<file path="config.mk">
export PLATFORM = sky130hd
export DESIGN_NAME = modem_ctl_top
export DESIGN_NICKNAME = d
export VERILOG_FILES = /design/src/rtl/modem_pkg.sv /design/src/rtl/modem_sync.sv /design/src/rtl/modem_stat_latch.sv /design/src/rtl/modem_rts_fsm.sv /design/src/rtl/modem_ctl_top.sv
export SDC_FILE = /design/constraint.sdc
export NUM_CORES = 1
export LEC_CHECK = 0
export ABC_CLOCK_PERIOD_IN_PS = 2210
export BUFFER_PORTS_ARGS = -buffer_cell sky130_fd_sc_hd__buf_2
export CORE_AREA = 4 4 41 43
export DETAILED_ROUTE_END_ITERATION = 8
export DIE_AREA = 0 0 45 47
export GPL_TIMING_DRIVEN = 0
export PLACE_DENSITY = 0.65
export SLEW_MARGIN = 40
export SYNTH_ARGS = -nofsm -noshare
export SYNTH_HDL_FRONTEND = slang
export SYNTH_HIERARCHICAL = 1
export SYNTH_SLANG_ARGS = --single-unit
</file>
<file path="constraint.sdc">
create_clock -name clk -period 2.21 [get_ports clk]
set_input_delay 0.663 -clock clk [delete_from_list [all_inputs] [get_ports clk]]
set_output_delay 0.663 -clock clk [all_outputs]
set_load 0.05 [all_outputs]
</file>
<file path="src/rtl/modem_pkg.sv">
package modem_pkg;

    localparam int unsigned LINE_CNT = 2;
    localparam int unsigned LINE_CTS = 0;
    localparam int unsigned LINE_DCD = 1;

    typedef enum logic [1:0] {
        RTS_IDLE   = 2'd0,
        RTS_ACTIVE = 2'd1,
        RTS_DRAIN  = 2'd2
    } rts_state_t;

    typedef enum logic {
        LAT_TRACK = 1'b0,
        LAT_HELD  = 1'b1
    } lat_state_t;

endpackage

</file>
<file path="src/rtl/modem_sync.sv">
module modem_sync #(
    parameter int unsigned WIDTH  = 2,
    parameter int unsigned STAGES = 2,
    parameter logic        IDLE   = 1'b1
) (
    input  logic             clk,
    input  logic             rst_n,
    input  logic [WIDTH-1:0] async_i,
    output logic [WIDTH-1:0] sync_o
);

    localparam int unsigned LAST = STAGES - 1;

    logic [WIDTH-1:0] stage_q [STAGES];

    generate
        for (genvar s = 0; s < STAGES; s++) begin : g_stage
            if (s == 0) begin : g_first
                always_ff @(posedge clk or negedge rst_n) begin
                    if (!rst_n) stage_q[s] <= {WIDTH{IDLE}};
                    else        stage_q[s] <= async_i;
                end
            end else begin : g_next
                always_ff @(posedge clk or negedge rst_n) begin
                    if (!rst_n) stage_q[s] <= {WIDTH{IDLE}};
                    else        stage_q[s] <= stage_q[s-1];
                end
            end
        end
    endgenerate

    assign sync_o = stage_q[LAST];

endmodule

</file>
<file path="src/rtl/modem_stat_latch.sv">
module modem_stat_latch
    import modem_pkg::*;
#(
    parameter int unsigned WIDTH = LINE_CNT
) (
    input  logic             clk,
    input  logic             rst_n,
    input  logic [WIDTH-1:0] lvl_n_i,
    input  logic [WIDTH-1:0] ie_i,
    input  logic             clr_i,
    output logic [WIDTH-1:0] ref_n_o,
    output logic             pend_o
);

    lat_state_t       state_q, state_d;
    logic [WIDTH-1:0] ref_q, ref_d;
    logic [WIDTH-1:0] diff;
    logic             event_hit;

    always_comb begin
        diff      = (lvl_n_i ^ ref_q) & ie_i;
        event_hit = |diff;
    end

    always_comb begin
        state_d = state_q;
        ref_d   = ref_q;
        unique case (state_q)
            LAT_TRACK: begin
                ref_d = lvl_n_i;
                if (event_hit) state_d = LAT_HELD;
            end
            LAT_HELD: begin
                if (clr_i) state_d = LAT_TRACK;
            end
            default: state_d = LAT_TRACK;
        endcase
    end

    always_ff @(posedge clk or negedge rst_n) begin
        if (!rst_n) begin
            state_q <= LAT_TRACK;
            ref_q   <= {WIDTH{1'b1}};
        end else begin
            state_q <= state_d;
            ref_q   <= ref_d;
        end
    end

    always_comb begin
        ref_n_o = ref_q;
        pend_o  = (state_q == LAT_HELD);
    end

endmodule

</file>
<file path="src/rtl/modem_rts_fsm.sv">
module modem_rts_fsm
    import modem_pkg::*;
(
    input  logic clk,
    input  logic rst_n,
    input  logic req_i,
    input  logic drain_mode_i,
    input  logic tx_empty_i,
    output logic rts_n_o
);

    rts_state_t state_q, state_d;

    always_comb begin
        state_d = state_q;
        unique case (state_q)
            RTS_IDLE: begin
                if (req_i) state_d = RTS_ACTIVE;
            end
            RTS_ACTIVE: begin
                if (!req_i) begin
                    if (drain_mode_i && !tx_empty_i) state_d = RTS_DRAIN;
                    else                             state_d = RTS_IDLE;
                end
            end
            RTS_DRAIN: begin
                if (req_i)           state_d = RTS_ACTIVE;
                else if (tx_empty_i) state_d = RTS_IDLE;
            end
            default: state_d = RTS_IDLE;
        endcase
    end

    always_ff @(posedge clk or negedge rst_n) begin
        if (!rst_n) state_q <= RTS_IDLE;
        else        state_q <= state_d;
    end

    always_comb begin
        rts_n_o = (state_q == RTS_IDLE);
    end

endmodule

</file>
<file path="src/rtl/modem_ctl_top.sv">
module modem_ctl_top
    import modem_pkg::*;
#(
    parameter int unsigned SYNC_STAGES = 2
) (
    input  logic clk,
    input  logic rst_n,
    input  logic cts_n_i,
    input  logic dcd_n_i,
    input  logic cfg_auto_en_i,
    input  logic cfg_async_i,
    input  logic cfg_rts_i,
    input  logic cfg_tx_en_i,
    input  logic cfg_rx_en_i,
    input  logic cfg_cts_ie_i,
    input  logic cfg_dcd_ie_i,
    input  logic cfg_ext_ie_i,
    input  logic rst_stat_i,
    input  logic tx_empty_i,
    output logic rts_n_o,
    output logic tx_en_o,
    output logic rx_en_o,
    output logic cts_stat_o,
    output logic dcd_stat_o,
    output logic irq_o
);

    logic [LINE_CNT-1:0] line_raw_n;
    logic [LINE_CNT-1:0] line_sync_n;
    logic [LINE_CNT-1:0] line_ie;
    logic [LINE_CNT-1:0] line_ref_n;
    logic                stat_pend;
    logic                drain_mode;

    assign line_raw_n[LINE_CTS] = cts_n_i;
    assign line_raw_n[LINE_DCD] = dcd_n_i;
    assign line_ie[LINE_CTS]    = cfg_cts_ie_i;
    assign line_ie[LINE_DCD]    = cfg_dcd_ie_i;

    modem_sync #(
        .WIDTH (LINE_CNT),
        .STAGES(SYNC_STAGES),
        .IDLE  (1'b1)
    ) sync_i (
        .clk    (clk),
        .rst_n  (rst_n),
        .async_i(line_raw_n),
        .sync_o (line_sync_n)
    );

    modem_stat_latch #(
        .WIDTH(LINE_CNT)
    ) latch_i (
        .clk    (clk),
        .rst_n  (rst_n),
        .lvl_n_i(line_sync_n),
        .ie_i   (line_ie),
        .clr_i  (rst_stat_i),
        .ref_n_o(line_ref_n),
        .pend_o (stat_pend)
    );

    assign drain_mode = cfg_auto_en_i & cfg_async_i;

    modem_rts_fsm rts_i (
        .clk         (clk),
        .rst_n       (rst_n),
        .req_i       (cfg_rts_i),
        .drain_mode_i(drain_mode),
        .tx_empty_i  (tx_empty_i),
        .rts_n_o     (rts_n_o)
    );

    always_comb begin
        tx_en_o    = cfg_tx_en_i & (~cfg_auto_en_i | ~line_sync_n[LINE_CTS]);
        rx_en_o    = cfg_rx_en_i & (~cfg_auto_en_i | ~line_sync_n[LINE_DCD]);
        cts_stat_o = ~line_ref_n[LINE_CTS];
        dcd_stat_o = ~line_ref_n[LINE_DCD];
        irq_o      = stat_pend & cfg_ext_ie_i;
    end

endmodule

</file>
; ---- Word-level counts from Yosys, hierarchy flattened
; Cells that the tools add are included.
[classes]
eq_ne = 5
mux = 9
n_bitwise = 14
n_reduce_logical = 5
[ops]
columns = operator, n
row1 = $mux W2, 5
row2 = $not A1 Y1, 6
row3 = $pmux W2 S3, 1
row4 = $and A1 B1 Y1, 4
row5 = $ne A2 B2 Y1 const B, 2
row6 = $ne A3 B3 Y1 const B, 1
row7 = $reduce_and A3 Y1, 1
row8 = $and A2 B2 Y2, 1
row9 = $eq A2 B1 Y1 const B, 1
row10 = $eq A2 B2 Y1 const B, 1
row11 = $logic_not A2 Y1, 1
row12 = $mux W1, 2
row13 = $or A1 B1 Y1, 2
row14 = $pmux W1 S2, 1
row15 = $reduce_or A2 Y1, 1
row16 = $xor A2 B2 Y2, 1
row17 = $logic_and A1 B1 Y1, 1
row18 = $logic_not A1 Y1, 1
[totals]
reg_bits = 9
out_inout_bits = 6

; ---- Depth between registers and ports, before layout
; Gate-level depths: netlist of the first run.
[depth]
word_depth = 5
depth_mapped = 4

; ---- Cells and area by module
; The synthesis of the first run kept the hierarchy.
[modules_own_cells]
columns = module, instances, cells_per_inst, area_per_inst_um2, seq_area_each_um2
row1 = modem_stat_latch, 1, 11, 148.9, 77.6
row2 = modem_sync, 1, 6, 120.1, 105.1
row3 = modem_rts_fsm, 1, 7, 87.6, 50.0
row4 = modem_ctl_top, 1, 6, 35.0, 0.0

; ---- Worst setup path after synthesis of the first run
; No wires, ideal clock.
[synth_timing]
path_type = in2out
startpoint = in cfg_rx_en_i
endpoint = out rx_en_o
arrival_time_ns = 1.436
path_slack_ns = 0.111
stages = 1
n_path_buf = 0
cell_sequence = a21boi_1
[synth_via]
elab_chain_cells = 1
[synth_rtl]
columns = item, line_no
row1 = start: declaration, modem_ctl_top.sv:14  ; input logic cfg_rx_en_i,
row2 = $and A1 B1 Y1, modem_ctl_top.sv:76  ; rx_en_o = cfg_rx_en_i & (~cfg_auto_en_i | ~line_sync_n[LINE_DCD]);
row3 = end: declaration, modem_ctl_top.sv:22  ; output logic rx_en_o,
; No other way between the ends.

; ---- Worst setup path after layout of the first run
[layout_timing]
startpoint = in cfg_auto_en_i
endpoint = out tx_en_o
[layout_via]
elab_chain_cells = 3
[layout_rtl]
columns = item, line_no
row1 = start: declaration, modem_ctl_top.sv:10  ; input logic cfg_auto_en_i,
row2 = $not A1 Y1, modem_ctl_top.sv:75  ; tx_en_o = cfg_tx_en_i & (~cfg_auto_en_i | ~line_sync_n[LINE_CTS]);
row3 = $or A1 B1 Y1, modem_ctl_top.sv:75
row4 = $and A1 B1 Y1, modem_ctl_top.sv:75
row5 = end: declaration, modem_ctl_top.sv:21  ; output logic tx_en_o,
; No other way between the ends.

==> results by group, run 1 <==
CTS
  – Post-cts resize count: 0
  – CTS buffer count: 3
  – Number of hold buffers added after CTS: 0
  – CTS Sinks: 9
  – Post-CTS setup buffer count: 0
  – H-tree depth: 1
  – CTS root buffer: clkbuf_4
  – Clk_lat worst skew: 0.26 ns
  – CTS tree: yes
  – CTS clk-pin slew, worst paths: 0.06 ns
  – Max clock buf depth: 2

Die
  – Initial core utilization: 30.1%
  – Die H: 47 um
  – Io pins: 20
  – Die area: 0.00212 mm^2
  – Die width: 45 um
  – Row count: 13
  – Total core area: 0.00130 mm^2

Routing
  – DRT Pass-1 Iters: 1
  – Via density: 4.04
  – Avg WL per Cell: 9.46 um
  – DRT antenna net count: 0
  – Total routed wirelength: 643 um
  – Remaining DRCs: 0
  – Via count: 275
  – Initial DRC count: 0

Global route
  – Vias in the first global route: 275
  – Total grt overflow: 0
  – Initial antenna violation count: 0
  – Tot GR Track Use: 7.28%
  – Global-route wire length before repair: 1050 um
  – Largest net degree at the start of global routing: 10

Logic synthesis
  – Area leader, netlist: dfstp_2
  – Synth warn: 6
  – Post-Synth Simple-Gate Area: 12.5%
  – Syn Inst Count: 30
  – Synth Register Bits: 9
  – Synth Cell Area: 392 um^2
  – Syn Area/Cell: 13.1 um^2
  – Largest family of logic cells by synthesized area: simple AND/OR/NAND/NOR gates
  – Compound-Gate Fraction of Synth Area: 12.1%
  – Dominant cells by area after synthesis: dfstp_2, dfrtp_1, mux2_2, xor2_1, a21boi_1
  – Syn_nets: 44
  – Mux contribution to synthesized area: 5.75%
  – Adder and majority gate portion of the synthesized area: 0%
  – Post-Synth XOR/XNOR Area: 4.47%
  – Sequential area share after synthesis: 59.4%
  – Yosys cell types: 16
  – Post-synth top area share: 40.3%

Timing
  – Final setup vio count: 0
  – Slew HR: 83.4%
  – Final slew viol count: 0
  – Final Cycle Share: 82.9%
  – Unrepaired setup endpoints after global routing: no
  – Fmax: 0.546 GHz
  – Hold Violations, Final: 0
  – Worst Skew: 0.00809 ns
  – Setup tns final: 0 ns
  – Min cycle time layout: 1.83 ns
  – Hold slack: 0.234 ns
  – Slew @ Worst Pin: 0.251 ns

Pwr
  – IR drop worst, VDD: 0.462 mV
  – Net Sw Power: 0.222 mW
  – P_int: 0.357 mW
  – Pleak: 0.263 nW
  – Clk pwr share: 20.9%
  – Power density over the cells: 1090 mW/mm^2
  – Final Power: 0.579 mW
  – Sequential share of power: 42.0%
  – Combinational share of power: 37.1%
  – Switching share of power: 38.4%

Outcome
  – Outcome: finished clean

Placed design
  – PortBufs: 19
  – Placed Cells: 64
  – DP Area: 505 um^2
  – Placer's final routability congestion estimate: 0.631

Setup path
  – WP data required: 1.55 ns
  – CP Capture Type: primary output
  – Worst R2R Setup Slack: 1.17 ns
  – CP Cell Sequence: buf_2 > a21boi_1 > buf_2
  – CP Class: in -> out
  – Crit start category: primary input
  – Crit-path most repeated cell: buf_2
  – Slowest stage cell, crit path: buf_2
  – CP bufs+invs: 2
  – Crit path max fanout: 3
  – Crit path max-delay family: buffers and inverters
  – RR Startpoint: sync_i/sync_o[0]$_DFF_PN1_
  – Reg-to-reg endpoint: latch_i/pend_o$_DFF_PN0_
  – CP peak stage delay: 0.28 ns
  – FF-to-FF path depth: 4
  – CP arrival: 1.17 ns

Finish
  – Post-route insts no fill: 68
  – Layout cell share with drive strength beyond 1: 66.0%
  – Syn-to-layout area delta: 36.1%
  – Final Instance Area: 533 um^2
  – ANT cells: 0
  – Nets@finish: 68

Job
  – Maxcap violations: 0

Hold path
  – Worst hold path type: in -> async
[cell usage in the layout, fill, tap and decap left out]
cell      count
mux2_2        2
xor2_1        2
dfrtp_1       3
buf_2        19
nand2b_1      1
nor2_1        1
and2_1        2
inv_1         2
nand3b_1      2
a21boi_1      2
buf_4         2
a211oi_2      1
clkbuf_4      3
dfstp_2       6
nand2_1       1
or2b_1        1
a21boi_0      1
clkinv_2      1
o211ai_2      1
[synth_stat cells]
cell type  count
mux2_2         2
a21boi_1       2
inv_1          2
nand2b_1       1
xor2_1         2
or2b_1         1
nor2_1         1
dfstp_2        6
buf_4          2
nand2_1        1
a211oi_2       1
and2_1         2
a21boi_0       1
o211ai_2       1
nand3b_1       2
dfrtp_1        3
[sequential cells by signal, indices dropped and copies added (netlist names)]
| signal | cells |
|---|---|
| sync_i/sync_o | 2 |
| sync_i/stage_q | 2 |
| latch_i/pend_o | 1 |
| latch_i/ref_n_o | 2 |
| rts_i/state_q | 2 |
[per-layer routing]
layer / wire (um) / part of all wire, % / vias to the layer above / global-route usage, %
met3: 80 / 12 / 0 / 2.30
met2: 274 / 43 / 15 / 11.6
met4: 0 / 0 / 0 / 7.02
met1: 287 / 45 / 118 / 7.55
met5: 0 / 0 / - / 0
li1: - / - / 142 / -
[worst max-delay path by stage]
stage | start | end | cells after the start
3_3_place_gp | cfg_tx_en_i | tx_en_o | 3
3_5_place_dp | cfg_auto_en_i | tx_en_o | 3
5_1_grt | sync_i/sync_o[1]$_DFF_PN1_ | rx_en_o | 3
2_1_floorplan | cfg_rx_en_i | rx_en_o | 1
6_report | cfg_auto_en_i | tx_en_o | 3
4_1_cts | cfg_auto_en_i | tx_en_o | 3
[final cells by class]
cell class / count / area, um^2
clock buffers: 3 / 22.5
plain buffers: 2 / 15.0
repair buffers: 19 / 95.1
multi-input cells: 17 / 136
flip-flops and latches: 9 / 233
well taps: 15 / 18.8
fillers: 134 / 768
inverters: 2 / 7.51
clock inverters: 1 / 5.00
[worst register-to-register path, stage by stage (launching register included)]
cell      delay [ns]
dfstp_2         0.51
buf_4           0.11
xor2_1          0.13
nand2_1         0.07
o211ai_2        0.14
[kinds of logic after synthesis]
| kind of cell | count (synthesis) |
|---|---|
| AOI/OAI and AO/OA | 5 |
| xor gates and xnor gates | 2 |
| buffers and inverters | 4 |
| DFF | 9 |
| muxes | 2 |
| and+or+nand+nor | 8 |
[power groups by stage]
stage / Combinational [mW] / Sequential, mW / Clock, mW
after floorplan: 0.170 / 0.240 / 0
after global routing: 0.232 / 0.249 / 0.138
after detailed placement: 0.218 / 0.247 / 0
after CTS: 0.218 / 0.245 / 0.126
after global placement: 0.215 / 0.246 / 0
final: 0.215 / 0.243 / 0.121
[through the flow]
stage / worst slack [ns] / util, %
2_1_floorplan: 0.111 / -
3_3_place_gp: 0.392 / 38.8
3_5_place_dp: 0.373 / 38.8
4_1_cts: 0.373 / 41.0
5_1_grt: 0.309 / 41.0
6_report: 0.378 / 41.0
No activity file was read; power rests on OpenSTA's default activity.
==> run 2: changes to the inputs <==
--- a/config.mk
+++ b/config.mk
@@ -5,13 +5,14 @@
 export SDC_FILE = /design/constraint.sdc
 export NUM_CORES = 1
 export LEC_CHECK = 0
-export ABC_CLOCK_PERIOD_IN_PS = 2210
+export ABC_AREA = 1
+export ABC_CLOCK_PERIOD_IN_PS = 1800
 export BUFFER_PORTS_ARGS = -buffer_cell sky130_fd_sc_hd__buf_2
 export CORE_AREA = 4 4 41 43
 export DETAILED_ROUTE_END_ITERATION = 8
 export DIE_AREA = 0 0 45 47
 export GPL_TIMING_DRIVEN = 0
-export PLACE_DENSITY = 0.65
+export PLACE_DENSITY = 0.66
 export SLEW_MARGIN = 40
 export SYNTH_ARGS = -nofsm -noshare
 export SYNTH_HDL_FRONTEND = slang
==> constraint.sdc (replaced) <==
create_clock -name clk -period 1.8 [get_ports clk]
set_input_delay 0.54 -clock clk [delete_from_list [all_inputs] [get_ports clk]]
set_output_delay 0.54 -clock clk [all_outputs]
set_load 0.05 [all_outputs]
==> results by group, run 2 <==
Placed design
  – DP Area: 532 um^2 (+5.2%)
  – Setup slack at placement: 0.222 ns (-0.151 ns)
  – Placer's final routability congestion estimate: 0.725 (+15%)
  – Placed wire-length estimate: 608 um
  – Placed Cells: 84 (+31%)
  – PortBufs: 19 (unchanged)

Pwr
  – IR drop worst, VDD: 0.623 mV (+35%)
  – Pleak: 0.322 nW (+22%)
  – Power density over the cells: 1270 mW/mm^2 (+17%)
  – Final Power: 0.711 mW (+23%)

Die
  – Io pins: 20 (unchanged)
  – Total core area: 0.00130 mm^2 (unchanged)
  – Initial core utilization: 31.5% (+1.4 points)
  – Die width: 45 um (unchanged)
  – Die H: 47 um (unchanged)
  – Row count: 13 (unchanged)
  – Die area: 0.00212 mm^2 (unchanged)

CTS
  – Max clock buf depth: 2 (unchanged)
  – H-tree depth: 1 (unchanged)
  – CTS clk-pin slew, worst paths: 0.06 ns (about the same)
  – CTS Sinks: 9 (unchanged)
  – Post-CTS setup buffer count: 0 (unchanged)
  – CTS buffer count: 3 (unchanged)
  – CTS root buffer: clkbuf_4
  – Number of hold buffers added after CTS: 0 (unchanged)
  – Clk_lat worst skew: 0.25 ns (about the same)
  – CTS tree: yes
  – Post-cts resize count: 0 (unchanged)

Logic synthesis
  – Area leader, netlist: dfstp_2
  – Syn Area/Cell: 8.21 um^2 (-37%)
  – Async SR Flop Fraction: 100% (unchanged)
  – Dominant cells by area after synthesis: dfstp_2, dfrtp_1, inv_1, nand2_1, o21ai_0
  – Syn Inst Count: 50 (+67%)
  – Synth Cell Area: 410 um^2 (+4.8%)
  – Yosys cell types: 13 (-3)
  – Primary FF master, synth: dfstp_2
  – Synth Register Bits: 9 (unchanged)
  – EDFF count, synth: 0 (unchanged)
  – Most frequent cells after synthesis: inv_1, nand2_1, dfstp_2, dfrtp_1, o21ai_0
  – Post-synth top area share: 38.4% (-1.8 points)
  – Sequential area share after synthesis: 56.7% (-2.7 points)
  – Syn_nets: 64 (+45%)
  – Synth warn: 6 (unchanged)

Timing
  – Min cycle time layout: 1.66 ns
  – Unrepaired setup endpoints after global routing: no
  – Hold slack: 0.123 ns (-0.111 ns)
  – Slew HR: 83.4% (about the same)
  – Setup ws final: 0.142 ns (-0.236 ns)
  – Final slew viol count: 0 (unchanged)
  – Setup tns final: 0 ns (unchanged)
  – Fmax: 0.603 GHz
  – Final Cycle Share: 92.1%
  – Slew @ Worst Pin: 0.250 ns (-0.000709 ns)
  – Hold Violations, Final: 0 (unchanged)
  – Final setup vio count: 0 (unchanged)
  – Worst Skew: 0.00307 ns (-0.00502 ns)

Finish
  – Most common cell after layout, fill and taps aside: buf_2
  – Post-route insts no fill: 88 (+29%)
  – ANT cells: 0 (unchanged)
  – Syn-to-layout area delta: 36.0% (about the same)
  – Most frequent cells in the layout: buf_2, nand2_1, inv_1
  – Nets@finish: 88 (+29%)
  – Post-layout util: 42.9% (+1.9 points)
  – Multi-input logic area: 118 um^2 (-14%)
  – FILL cells: 136 (+1.5%)
  – Register area: 233 um^2 (unchanged)
  – Final Instance Area: 558 um^2 (+4.7%)
  – Layout cell share with drive strength beyond 1: 46.6% (-19 points)

Global route
  – Global-route wire length before repair: 1170 um (+11%)
  – Total grt overflow: 0 (unchanged)
  – Vias in the first global route: 301 (+9.5%)
  – Initial antenna violation count: 0 (unchanged)
  – Largest net degree at the start of global routing: 10 (unchanged)
  – Tot GR Track Use: 8.23% (+0.95 points)

Setup path
  – WP data required: 1.26 ns (-0.29 ns)
  – CP Capture Type: primary output
  – CP arrival: 1.12 ns (-0.05 ns)
  – CP Class: reg -> out
  – RR Startpoint: sync_i/sync_o[1]$_DFF_PN1_
  – Crit start category: flop
  – Worst Setup SP: sync_i/sync_o[0]$_DFF_PN1_
  – Crit path max fanout: 3 (unchanged)

Routing
  – DRT antenna net count: 0 (unchanged)
  – Remaining DRCs: 0 (unchanged)
  – Initial DRC count: 0 (unchanged)
  – Total routed wirelength: 709 um (+10%)
  – DRT Pass-1 Iters: 1 (unchanged)
  – Via count: 339 (+23%)
  – Via density: 3.85 (-4.7%)
  – Avg WL per Cell: 8.06 um (-15%)

Job
  – Maxcap violations: 0 (unchanged)

Hold path
  – Worst hold path type: in -> async

Outcome
  – Outcome: finished clean
[run 2: logic make-up (layout without fill, tap and decap cells)]
group / count (synthesis) / in the layout / share of synthesized area (%)
flops: 9 / 9 / 56.7
simple gates: 20 / 20 / 20.7
buf+inv: 16 / 39 / 16.5
compound gates: 5 / 5 / 6.10
[run 2: area by class of cell]
class,instances,area share [%]
flip-flops and latches,9,41.7
multi-input cells,25,21.1
repair buffers,19,17.0
inverters,14,9.42
clock buffers,4,4.71
well taps,15,3.36
plain buffers,2,2.69
[run 2: final timing paths]
kind	end	depth (start not counted)	slack (ns)
min reg2reg	sync_i/sync_o[0]$_DFF_PN1_	0	0.35
max	tx_en_o	3	0.14
max reg2reg	latch_i/pend_o$_DFF_PN0_	7	0.79
min in group clk	sync_i/sync_o[0]$_DFF_PN1_	0	0.35
min	latch_i/pend_o$_DFF_PN0_	1	0.12
max in group asynchronous	sync_i/stage_q[2]$_DFF_PN1_	1	1.44
[run 2: power by group]
group	leakage, nW	switching [mW]	total, mW	internal [mW]
clock	0.0150	0.0593	0.144	0.0847
sequential	0.101	0.0411	0.304	0.263
combinational	0.207	0.188	0.263	0.0747
total	0.322	0.289	0.711	0.423
[run 2: critical path: stages (launching register included)]
cell     delay [ns]
dfstp_2        0.51
buf_4          0.11
a21oi_2        0.05
buf_2          0.20
[run 2: routing by layer]
metal	part of all wire [%]	up-vias	track usage, %
li1	-	188	-
met1	44	136	8.47
met2	42	13	12.7
met3	12	2	3.83
met4	2.0	0	7.02
met5	0	-	0
==> run 3: changes to the inputs <==
--- a/config.mk
+++ b/config.mk
@@ -12,7 +12,6 @@
 export DETAILED_ROUTE_END_ITERATION = 8
 export DIE_AREA = 0 0 45 47
 export GPL_TIMING_DRIVEN = 0
-export PLACE_DENSITY = 0.66
 export SLEW_MARGIN = 40
 export SYNTH_ARGS = -nofsm -noshare
 export SYNTH_HDL_FRONTEND = slang
==> results by group, run 3 (synthesis gave the netlist of run 2 again) <==
Timing
  – Min cycle time layout: 1.66 ns (+0.000267 ns)
  – Slew HR: 83.5% (about the same)
  – Slew @ Worst Pin: 0.249 ns (-0.00111 ns)
  – Hold slack: 0.122 ns (-0.000956 ns)
  – Setup tns final: 0 ns (unchanged)
  – Final Cycle Share: 92.1% (about the same)
  – Fmax: 0.603 GHz (about the same)
  – Unrepaired setup endpoints after global routing: no
  – Final slew viol count: 0 (unchanged)
  – Worst Skew: 0.00203 ns (-0.00104 ns)
  – Final setup vio count: 0 (unchanged)
  – Hold Violations, Final: 0 (unchanged)

Finish
  – Most frequent cells in the layout: buf_2, nand2_1, inv_1
  – Final Instance Area: 558 um^2 (unchanged)
  – ANT cells: 0 (unchanged)
  – Syn-to-layout area delta: 36.0% (unchanged)
  – Nets@finish: 88 (unchanged)
  – Layout cell share with drive strength beyond 1: 46.6% (unchanged)
  – Post-layout util: 42.9% (unchanged)
  – Most common cell after layout, fill and taps aside: buf_2

CTS
  – CTS tree: yes
  – Number of hold buffers added after CTS: 0 (unchanged)
  – Post-cts resize count: 0 (unchanged)
  – CTS root buffer: clkbuf_4
  – CTS Sinks: 9 (unchanged)
  – H-tree depth: 1 (unchanged)
  – CTS buffer count: 3 (unchanged)
  – Post-CTS setup buffer count: 0 (unchanged)
  – Max clock buf depth: 2 (unchanged)
  – CTS clk-pin slew, worst paths: 0.06 ns (about the same)
  – Clk_lat worst skew: 0.25 ns (about the same)

Hold path
  – Worst hold path type: in -> async

Routing
  – Remaining DRCs: 0 (unchanged)
  – DRT Pass-1 Iters: 5 (+4)
  – DRT antenna net count: 0 (unchanged)
  – Initial DRC count: 1 (+1)
  – Total routed wirelength: 672 um (-5.2%)
  – Via count: 337 (-0.59%)
  – Via density: 3.83 (-0.59%)
  – Avg WL per Cell: 7.64 um (-5.2%)

Setup path
  – CP arrival: 1.12 ns (about the same)
  – WP data required: 1.26 ns (about the same)
  – CP Class: reg -> out
  – CP Capture Type: primary output
  – Crit start category: flop
  – Crit path max fanout: 3 (unchanged)

Die
  – Die area: 0.00212 mm^2 (unchanged)
  – Initial core utilization: 31.5% (unchanged)
  – Die width: 45 um (unchanged)
  – Io pins: 20 (unchanged)
  – Total core area: 0.00130 mm^2 (unchanged)
  – Row count: 13 (unchanged)
  – Die H: 47 um (unchanged)

Global route
  – Tot GR Track Use: 7.36% (-0.87 points)
  – Initial antenna violation count: 0 (unchanged)
  – Vias in the first global route: 263 (-13%)
  – Total grt overflow: 0 (unchanged)
  – Largest net degree at the start of global routing: 10 (unchanged)
  – Global-route wire length before repair: 1070 um (-8.3%)

Job
  – Maxcap violations: 0 (unchanged)

Pwr
  – Final Power: 0.714 mW (+0.33%)
  – Power density over the cells: 1280 mW/mm^2 (+0.33%)
  – Pleak: 0.322 nW (unchanged)
  – IR drop worst, VDD: 0.557 mV (-11%)

Placed design
  – PortBufs: 19 (unchanged)
  – Placer's final routability congestion estimate: 0.717 (-1.1%)
  – Placed wire-length estimate: 566 um (-6.9%)
  – DP Area: 532 um^2 (unchanged)

Outcome
  – Outcome: finished clean
run 3: report_power, final:
group	total (mW)	internal, mW	switching (mW)
Clock	0.147	0.0849	0.0622
Sequential	0.304	0.263	0.0412
Combinational	0.262	0.0746	0.188
Total	0.714	0.423	0.291
run 3: area by class of cell:
cell class / instances / area (um^2)
buffer: 2 / 15.0
clock buffer: 4 / 26.3
fill: 153 / 743
inverter: 14 / 52.6
multi-input combinational: 25 / 118
sequential: 9 / 233
tap: 15 / 18.8
timing repair buffer: 19 / 95.1
run 3: worst paths after layout:
kind                                             start                        endpoint  cells after the start  slack, ns
max                         sync_i/sync_o[1]$_DFF_PN1_                         rx_en_o                      3       0.14
min                                              rst_n    rts_i/state_q[1]$_DFFE_PN0P_                      1       0.12
max reg2reg                 sync_i/sync_o[1]$_DFF_PN1_        latch_i/pend_o$_DFF_PN0_                      6       0.79
min reg2reg                sync_i/stage_q[2]$_DFF_PN1_      sync_i/sync_o[0]$_DFF_PN1_                      0       0.35
max in group asynchronous                        rst_n  latch_i/ref_n_o[0]$_DFFE_PN1N_                      1       1.44
min in group clk           sync_i/stage_q[2]$_DFF_PN1_      sync_i/sync_o[0]$_DFF_PN1_                      0       0.35
run 3: metal layers:
| layer | vias up | wire [um] | track usage (%) |
|---|---|---|---|
| li1 | 187 | - | - |
| met4 | 0 | 6 | 7.02 |
| met3 | 2 | 73 | 1.15 |
| met2 | 14 | 287 | 9.32 |
| met5 | - | 0 | 0 |
| met1 | 134 | 304 | 10.4 |
run 3: through the flow:
stage,setup slack [ns],cells
after global routing,0.0797,88
after detailed placement,0.224,84
after global placement,0.230,84
after CTS,0.125,88
final,0.142,88
after floorplan,0.245,50
run 3: worst max-delay path, stage by stage, from the launching register on:
cell	delay, ns
dfstp_2	0.51
buf_4	0.11
a21oi_2	0.05
buf_2	0.20
